$ cat config.mk
export PLATFORM = sky130hd
export DESIGN_NAME = tick_timer
export DESIGN_NICKNAME = d
export VERILOG_FILES = /design/src/rtl/tick_timer.sv
export SDC_FILE = /design/constraint.sdc
export NUM_CORES = 1
export LEC_CHECK = 0
export ABC_AREA = 0
export BUFFER_PORTS_ARGS = -buffer_cell sky130_fd_sc_hd__buf_4
export CORE_MARGIN = 8
export CORE_UTILIZATION = 56
export DETAILED_ROUTE_END_ITERATION = 12
export PLACE_DENSITY = 0.86
export REMOVE_ABC_BUFFERS = 1
export SYNTH_ARGS = -nofsm -noshare
export SYNTH_HDL_FRONTEND = slang
export SYNTH_SLANG_ARGS = --single-unit
$ cat constraint.sdc
create_clock -name clk -period 4.6 [get_ports clk]
set_clock_uncertainty 0.1 [all_clocks]
set_input_delay 0.46 -clock clk [delete_from_list [all_inputs] [get_ports clk]]
set_output_delay 0.46 -clock clk [all_outputs]
set_load 0.01 [all_outputs]
$ cat src/rtl/tick_timer.sv
module tick_timer #(
  parameter int PERIOD_W = 28
) (
  input  logic                clk,
  input  logic                rst_n,
  input  logic                cnt_we,
  input  logic [PERIOD_W+3:0] cnt_wdata,
  input  logic                mode_we,
  input  logic [PERIOD_W+3:0] mode_wdata,
  input  logic                tee,
  output logic [PERIOD_W+3:0] cnt_rdata,
  output logic [PERIOD_W+3:0] mode_rdata,
  output logic                irq
);
  localparam int W      = PERIOD_W + 4;
  localparam int IE_BIT = PERIOD_W + 1;
  localparam int IP_BIT = PERIOD_W;

  localparam logic [1:0] M_OFF  = 2'b00;
  localparam logic [1:0] M_AUTO = 2'b01;
  localparam logic [1:0] M_ONCE = 2'b10;
  localparam logic [1:0] M_FREE = 2'b11;

  logic [W-1:0]        cnt;
  logic [1:0]          mode;
  logic                ie, ip, running;
  logic [PERIOD_W-1:0] period;
  logic                match, hit;

  assign match = cnt[PERIOD_W-1:0] == period;
  assign hit   = ie && match && (running || mode == M_OFF);

  always_ff @(posedge clk) begin
    if (!rst_n) begin
      cnt <= '0;
    end else if (cnt_we) begin
      cnt <= cnt_wdata;
    end else if (running) begin
      if (match && mode == M_AUTO)      cnt <= '0;
      else if (match && mode == M_ONCE) cnt <= W'(period);
      else                              cnt <= cnt + 1'b1;
    end
  end

  always_ff @(posedge clk) begin
    if (!rst_n) begin
      mode    <= M_OFF;
      ie      <= 1'b0;
      period  <= '0;
      running <= 1'b0;
    end else if (mode_we) begin
      mode    <= mode_wdata[W-1:W-2];
      ie      <= mode_wdata[IE_BIT];
      period  <= mode_wdata[PERIOD_W-1:0];
      running <= (mode_wdata[W-1:W-2] != M_OFF) &&
                 !(mode_wdata[W-1:W-2] == M_FREE &&
                   cnt[PERIOD_W-1:0] == mode_wdata[PERIOD_W-1:0]);
    end else if (running && match && mode == M_ONCE) begin
      running <= 1'b0;
    end
  end

  always_ff @(posedge clk) begin
    if (!rst_n) ip <= 1'b0;
    else        ip <= (mode_we ? (ip & mode_wdata[IP_BIT]) : ip) | hit;
  end

  assign cnt_rdata  = cnt;
  assign mode_rdata = {mode, ie, ip, period};
  assign irq        = ip & tee;
endmodule

==> Word level (Yosys, flattened, before mapping) <==
Index checks and enable logic that the tools add are counted.
{ "word_totals": {"mem_count": 0, "ramBits": 0, "output_inout_bits": 65, "word_cells": 36, "reg_bits": 65, "latchBits": 0, "inputBits": 69, "rom_bits": 0} }
{ "classes": {"reduce_logical": 14, "n_bitwise": 3, "order_cmp": 0, "n_shift": 0, "div": 0, "eq_ne": 5, "add_sub_neg": 1, "mux": 7, "multipliers": 0} }
{ "ops": {"columns": ["operator", "count"], "rows": [
  ["two-way mux 32 bit", 4],
  ["== test 28 bit", 2],
  ["adder 32 x 1 -> 32 bit (second input constant)", 1],
  ["logical AND 1 bit", 8],
  ["nonzero test 2 bit", 3],
  ["== test 2 bit (second input constant)", 2],
  ["two-way mux 1 bit", 3],
  ["bitwise AND 1 bit", 2],
  ["== test 2 x 1 -> 1 bit (second input constant)", 1],
  ["zero test 2 bit", 1],
  ["zero test 1 bit", 1],
  ["logical OR 1 bit", 1],
  ["OR 1 bit", 1]
]} }

==> Depth between registers and ports, before layout <==
Gate-level depths: netlist of run 1.
{ "depth": {"depth_word": 6, "depth_mapped": 9, "depth_no_buf": 7} }

==> Worst setup path after synthesis of run 1 <==
No wires, ideal clock.
{ "synth_timing": {"path_type": "flip-flop to flip-flop", "from": "reg cnt[7], in the netlist cnt_rdata[7]", "to": "reg cnt[10], in the netlist cnt_rdata[10]", "synth_period_minus_slack_ns": 2.170, "setup_ns": 0.138, "n_path_buf": 2, "stages_incl_launch_ff": 9, "setup_slack_ns": 2.430, "arrival_time_ns": 1.932, "required_time_ns": 4.362, "cell_sequence": "dfxtp_1 > buf_2 > xnor2_2 > nand4_1 > nor4_2 > nand3_2 > o311ai_4 > buf_8 > o22ai_2"} }
{ "synth_via": {"elab_chain_len": 6, "word_cells_on_any_way": 8, "cone_classes": "add/sub: 1; eq/ne: 1; mux: 4; reduce/logical: 2"} }
{ "synth_rtl": {"columns": ["element", "line", "rtl"], "rows": [
  ["start, declared", "24", "logic [W-1:0] cnt;"],
  ["start signal, assigned", "37", "cnt <= cnt_wdata;"],
  ["start signal, assigned", "40", "else if (match && mode == M_ONCE) cnt <= W'(period);"],
  ["start signal, assigned", "41", "else cnt <= cnt + 1'b1;"],
  ["branches (longest 3 deep; another with adder 32 x 1 -> 32 bit)", null, null],
  ["two-way mux 32 bit (*)", "39", "if (match && mode == M_AUTO) cnt <= '0;"],
  ["two-way mux 32 bit (*)", "38", "end else if (running) begin"],
  ["two-way mux 32 bit (*)", "36", "end else if (cnt_we) begin"]
]} }
Every way passes the cells marked *. The select of a mux whose other input is x is not followed.
A chain may end at the register's enable or synchronous reset.

==> Worst setup path after layout of run 1 <==
{ "layout_timing": {"from": "reg cnt[16], in the netlist cnt_rdata[16]", "to": "reg cnt[9], in the netlist cnt_rdata[9]"} }
{ "layout_via": {"elab_chain_len": 6, "word_cells_on_any_way": 7, "cone_classes": "eq/ne: 1; mux: 4; reduce/logical: 2"} }
{ "layout_rtl": {"columns": ["element", "line", "rtl"], "rows": [
  ["== test 28 bit (*)", "30", "assign match = cnt[PERIOD_W-1:0] == period;"],
  ["logical AND 1 bit", "40", null],
  ["two-way mux 32 bit", "40", null],
  ["two-way mux 32 bit (*)", "39", null],
  ["two-way mux 32 bit (*)", "38", null],
  ["two-way mux 32 bit (*)", "36", null]
]} }
Mark *: on every way between the ends. The rest lies on a longest branch, timed or not. The select of a mux whose other input is x is not followed.

==> results.ini, run 1 <==
[clock_tree]
clk_path_buf_depth = 2
clk_pin_slew_worst_paths_ns = 0.08
clockRootBuffer = clkbuf_8
cts_resized = 0
htreeDepth = 3
hold_buffers = 0
clock_sinks = 65
cts_setup_buffers = 0
numCtsBuffers = 9
cts_tree = done
clock_latency_ns = 0.36

[final_layout]
drive_above_1_share_pct = 28.6
diodes = 0
nNetsFinal = 663
fillers = 616
synthToLayoutAreaGrowth_pct = 25.7

[sta]
drv_slew = 0
relSlewSlack_pct = 48.2
tightest_slew_ns = 0.769
max_freq_mhz = 329
final-setup-viol-count = 0
final-hold-violation-count = 0
timing.final.crit_period_ns = 3.04
tns_ns = 0
rsz0062_at_grt = no
finalCritPeriodShare_pct = 66.1

[pwr]
pwr-share-clk_pct = 36.7
p_int_uw = 1100
p_switching_uw = 456
switching_share_pct = 29.2
power.leakage_uw = 0.00236
totalPowerFinal_uw = 1560
p_seq_share_pct = 42.3
powerDensity_nw_per_um2 = 287
ir_drop_mv = 0.191
combPwrFrac_pct = 21.0

[placement]
post-dp-hpwl_mm = 9.80
portBuffers = 133
gp_congestion = 0.880

[drt]
drt_iter0_markers = 338
drc = 0
final_antenna_net_count = 0
routed_wl_mm = 13.8
drt-vias-per-instance = 5.95
wl_per_cell_microns = 19.7
drt-pass1-iter-count = 5
vias = 4166

[setup_path]
end_kind = flop
crit_path_max_fanout = 19
crit_required_ns = 4.71
slowest_stage = nor4_1
crit_family = simple AND/OR/NAND/NOR gates
start_kind = flop
path_class = flop to flop
cp.arrival_ns = 3.15
path_buf_inv = 1
slowest_delay_ns = 0.71
reg2reg_slack_ns = 1.56
crit_chain = xor2_1, nor4_1, nand4_1, buf_4, mux2i_1, o22ai_2

[run_status]
status = finished, final reports clean

[global_routing]
grt.overflow.total = 0
grt_pass1_wl_mm = 21.9
grt_pass1_vias = 4283
grt_start_max_net_pins = 66
grt_usage_pct = 24.6
antenna_found_initial = 0

[die]
die_y_microns = 104
initial_core_util_pct = 56.9
die_x_microns = 104
ioPinCount = 134
rows = 32
core_sq_um = 7610
dieArea_sq_um = 10800

[synthesis]
syn-cell-area_sq_um = 4330
synth_ff_type = dfxtp_1
async_flop_share_pct = 0
synth.distinct_cells = 39
ys_ff_latch = 65
synth-edff-count = 0
yosys_warnings = 0
yosysSeqAreaShare_pct = 30.1
synth.avg_cell_area_sq_um = 8.74
syn-instance-count = 495

[job]
cap_violations = 0

[worst_hold_path]
hp-class = input pin to flop

-- cell families after synthesis --
logic type,after synthesis,share of synthesized area [%]
AND/OR/NAND/NOR,149,19.3
XOR/XNOR,84,17.4
AO/OA/AOI/OAI,80,12.4
flip-flops,65,30.1
multiplexers,59,13.7
buffers and inverters,57,6.94
adder cells (fa/ha/maj),1,0.289
-- cells in the final DEF (no fill, tap or decap), types with 2 or more instances in the layout --
master | synthesis | routed
a21oi_1 | 32 | 32
and2_1 | 3 | 3
and3_1 | 3 | 3
buf_4 | 3 | 137
bufinv_16 | 0 | 2
clkbuf_8 | 0 | 11
clkinvlp_4 | 0 | 2
dfxtp_1 | 65 | 65
inv_1 | 7 | 6
mux2i_1 | 59 | 59
nand2_1 | 14 | 14
nand2b_1 | 3 | 3
nand3_1 | 15 | 15
nand4_1 | 21 | 21
nor2_1 | 37 | 37
nor2b_1 | 2 | 2
nor3_1 | 11 | 11
nor3b_1 | 27 | 27
nor4_1 | 4 | 4
o21a_1 | 3 | 3
o21ai_0 | 14 | 14
o22ai_1 | 16 | 16
o22ai_2 | 10 | 10
o31ai_1 | 2 | 2
or2_2 | 3 | 3
or3_1 | 2 | 2
xnor2_1 | 67 | 67
xnor2_2 | 2 | 2
xor2_1 | 15 | 15
-- power by group through the flow --
| stage | Combinational, uW | Clock, uW | Sequential [uW] |
|---|---|---|---|
| after floorplan | 149 | 0 | 674 |
| after global placement | 317 | 0 | 668 |
| after detailed placement | 324 | 0 | 670 |
| after CTS | 328 | 576 | 657 |
| after global routing | 350 | 598 | 664 |
| final | 327 | 573 | 659 |
-- layout make-up --
type                            instances  area [sq um]  area share [%]
Clock buffer                           12           155            2.85
Clock inverter                          4          75.1            1.38
Inverter                                7          26.3           0.483
Multi-Input combinational cell        373          2720            50.1
Sequential cell                        65          1300            23.9
Tap cell                              102           128            2.35
Timing Repair Buffer                  137          1030            18.9
-- synthesized netlist by cell type (7+ instances only) --
library cell  count  area (sq um)
nand4_1          21           131
buf_2            15          75.1
nor3_1           11          55.1
nor3b_1          27           203
inv_1             7          26.3
o22ai_2          10           125
mux2i_1          59           591
dfxtp_1          65          1300
o21ai_0          14          70.1
xor2_1           15           131
nor2_1           37           139
nand3_1          15          75.1
clkbuf_1         19          71.3
a21oi_1          32           160
xnor2_1          67           587
o22ai_1          16           100
nand2_1          14          52.6
-- through the flow --
| stage | utilization, % | cell area (sq um) | worst slack (ns) | hold slack [ns] | std cells |
|---|---|---|---|---|---|
| 5_1_grt | 71.5 | 5440 | 1.34 | 0.263 | 700 |
| 4_1_cts | 71.5 | 5440 | 1.63 | 0.245 | 700 |
| 6_report | 71.5 | 5440 | 1.56 | 0.249 | 700 |
| 3_5_place_dp | 68.5 | 5210 | 1.67 | 0.426 | 684 |
| 2_1_floorplan | - | 4050 | 1.38 | 0.441 | 445 |
| 3_3_place_gp | 68.5 | 5210 | 1.71 | 0.411 | 684 |
-- registers in the layout (all words and copies together), names as in the netlist --
signal	count
ie	1
ip	1
cnt_rdata	32
period	28
mode	2
running	1
-- layer usage --
layer | share of wire [%] | up-vias | track usage [%]
met5 | 0 | - | 0
met2 | 47 | 200 | 39.0
met1 | 42 | 1991 | 30.5
met4 | 3.2 | 0 | 12.5
li1 | - | 1933 | -
met3 | 7.5 | 42 | 5.70
-- worst reg2reg max path, stage by stage (launching register included) --
cell and delay (ns):
dfxtp_1 0.53, xor2_1 0.16, nor4_1 0.71, nand4_1 0.59, buf_4 0.46, mux2i_1 0.25
o22ai_2 0.11
-- final timing paths --
check | startpoint | end | cells after the start
max | cnt_rdata[16] | cnt_rdata[9] | 6
min | mode_wdata[22] | period[22] | 3
min reg2reg | cnt_rdata[30] | cnt_rdata[30] | 2
max reg2reg | cnt_rdata[16] | cnt_rdata[9] | 6
Note: power is estimated with default switching activity, not from simulation.
==> inputs of run 2 (changes only) <==
CORE_UTILIZATION = 47   (was 56)
PLACE_DENSITY = 0.77   (was 0.86)
clock period = 2.5 ns   (was 4.6 ns; I/O delays follow)
==> results.ini, run 2 (synthesis gave the netlist of run 1 again) <==
[die]
rows = 35
die_x_microns = 112
initial_core_util_pct = 47.7
ioPinCount = 134
dieArea_sq_um = 12500
die_y_microns = 112
core_sq_um = 9060

[worst_hold_path]
worstHoldStart = mode_wdata[29]
hp-class = input pin to flop
hold_depth = 3

[sta]
timing.final.crit_period_ns = 2.36
final-setup-viol-count = 0
relSlewSlack_pct = 62.2
final-hold-violation-count = 0
max_freq_mhz = 423
tns_ns = 0
finalCritPeriodShare_pct = 94.5
holdWs_ns = 0.0413
drv_slew = 0
rsz0062_at_grt = no
tightest_slew_ns = 0.562

[final_layout]
instances_no_fill = 735
synthToLayoutAreaGrowth_pct = 29.6
design_area_sq_um = 5610
largest_register_ffs = 32
layout.cells.most_common = buf_4
fin_util_pct = 61.8
nNetsFinal = 689
mostFrequentLayoutCells = buf_4 (162), xnor2_1 (67), dfxtp_1 (65), mux2i_1 (59), nor2_1 (37)
drive_above_1_share_pct = 31.6
diodes = 0

[global_routing]
grt_pass1_wl_mm = 22.4
grt_start_max_net_pins = 38
grt_pass1_vias = 4240
grt.overflow.total = 0
antenna_found_initial = 0
grt_usage_pct = 22.0

[job]
cap_violations = 0

[drt]
route.met2.wl_mm = 6.42
drt_iter0_markers = 259
wl_per_cell_microns = 19.0
vias = 4183
drc = 0
top_layer = met4
drt-vias-per-instance = 5.69
wl_met1_mm = 6.22
final_antenna_net_count = 0
route.met3.wl_mm = 1.09
routed_wl_mm = 14.0
drt-pass1-iter-count = 5

[setup_path]
r2r_cells = 7
worstReg2RegStart = cnt_rdata[1]
end_kind = flop
crit_required_ns = 2.67
start_kind = flop
cp.arrival_ns = 2.53
reg2reg_slack_ns = 0.14
reg2reg_to = cnt_rdata[22]
path_class = flop to flop
setup.worst_path.end = cnt_rdata[22]
startpoint = cnt_rdata[1]
crit_path_max_fanout = 7

[clock_tree]
cts_resized = 0
clockRootBuffer = clkbuf_8
hold_buffers = 0
clock_latency_ns = 0.34
numCtsBuffers = 9
cts_setup_buffers = 0
clock_sinks = 65
cts_tree = done
clk_path_buf_depth = 2
htreeDepth = 3
clk_pin_slew_worst_paths_ns = 0.08

[placement]
dp_cells = 719
gp_congestion = 0.897
post-dp-hpwl_mm = 10.5
placed_cell_area_sq_um = 5430
portBuffers = 133

[pwr]
powerDensity_nw_per_um2 = 479
power.leakage_uw = 0.00248
ir_drop_mv = 0.311

[run_status]
status = finished, final reports clean

-- run 2: worst min-delay path by stage --
| stage | end | slack [ns] |
|---|---|---|
| global placement | ie | 0.40 |
| global route | ie | 0.06 |
| floorplan | cnt_rdata[25] | 0.26 |
| detailed placement | ie | 0.40 |
| finish | ie | 0.04 |
| CTS | ie | 0.04 |
-- run 2: power by group --
| group | total [uW] | internal [uW] | switching, uW |
|---|---|---|---|
| clock network | 835 | 411 | 424 |
| registers | 1190 | 1100 | 91.7 |
| logic | 661 | 347 | 315 |
| total | 2680 | 1850 | 830 |
-- run 2: metal layers --
layer | vias up | track usage [%]
met5 | - | 0
met4 | 0 | 5.67
met3 | 19 | 5.36
met2 | 193 | 34.7
met1 | 1990 | 29.2
li1 | 1981 | -
-- run 2: final cells by class --
cell class	instances	area, sq um
fill	785	3460
multi-input combinational	373	2730
sequential	65	1300
timing repair buffer	163	1240
clock buffer	13	159
tap	111	139
inverter	7	26.3
clock inverter	3	15.0
-- run 2: critical path: stages, from the launching register on --
cell and delay (ns):
dfxtp_1 0.48, ha_1 0.24, nand3_1 0.22, or3_1 0.55
nor3_1 0.31, xor2_1 0.19, mux2i_1 0.09, o22ai_1 0.12
-- run 2: metrics by stage --
stage                     worst slack (ns)  total power (uW)
after floorplan                     -0.725              1510
after global placement               0.218              1850
after detailed placement             0.168              1870
after CTS                            0.146              2690
after global routing                0.0103              2800
final                                0.138              2680
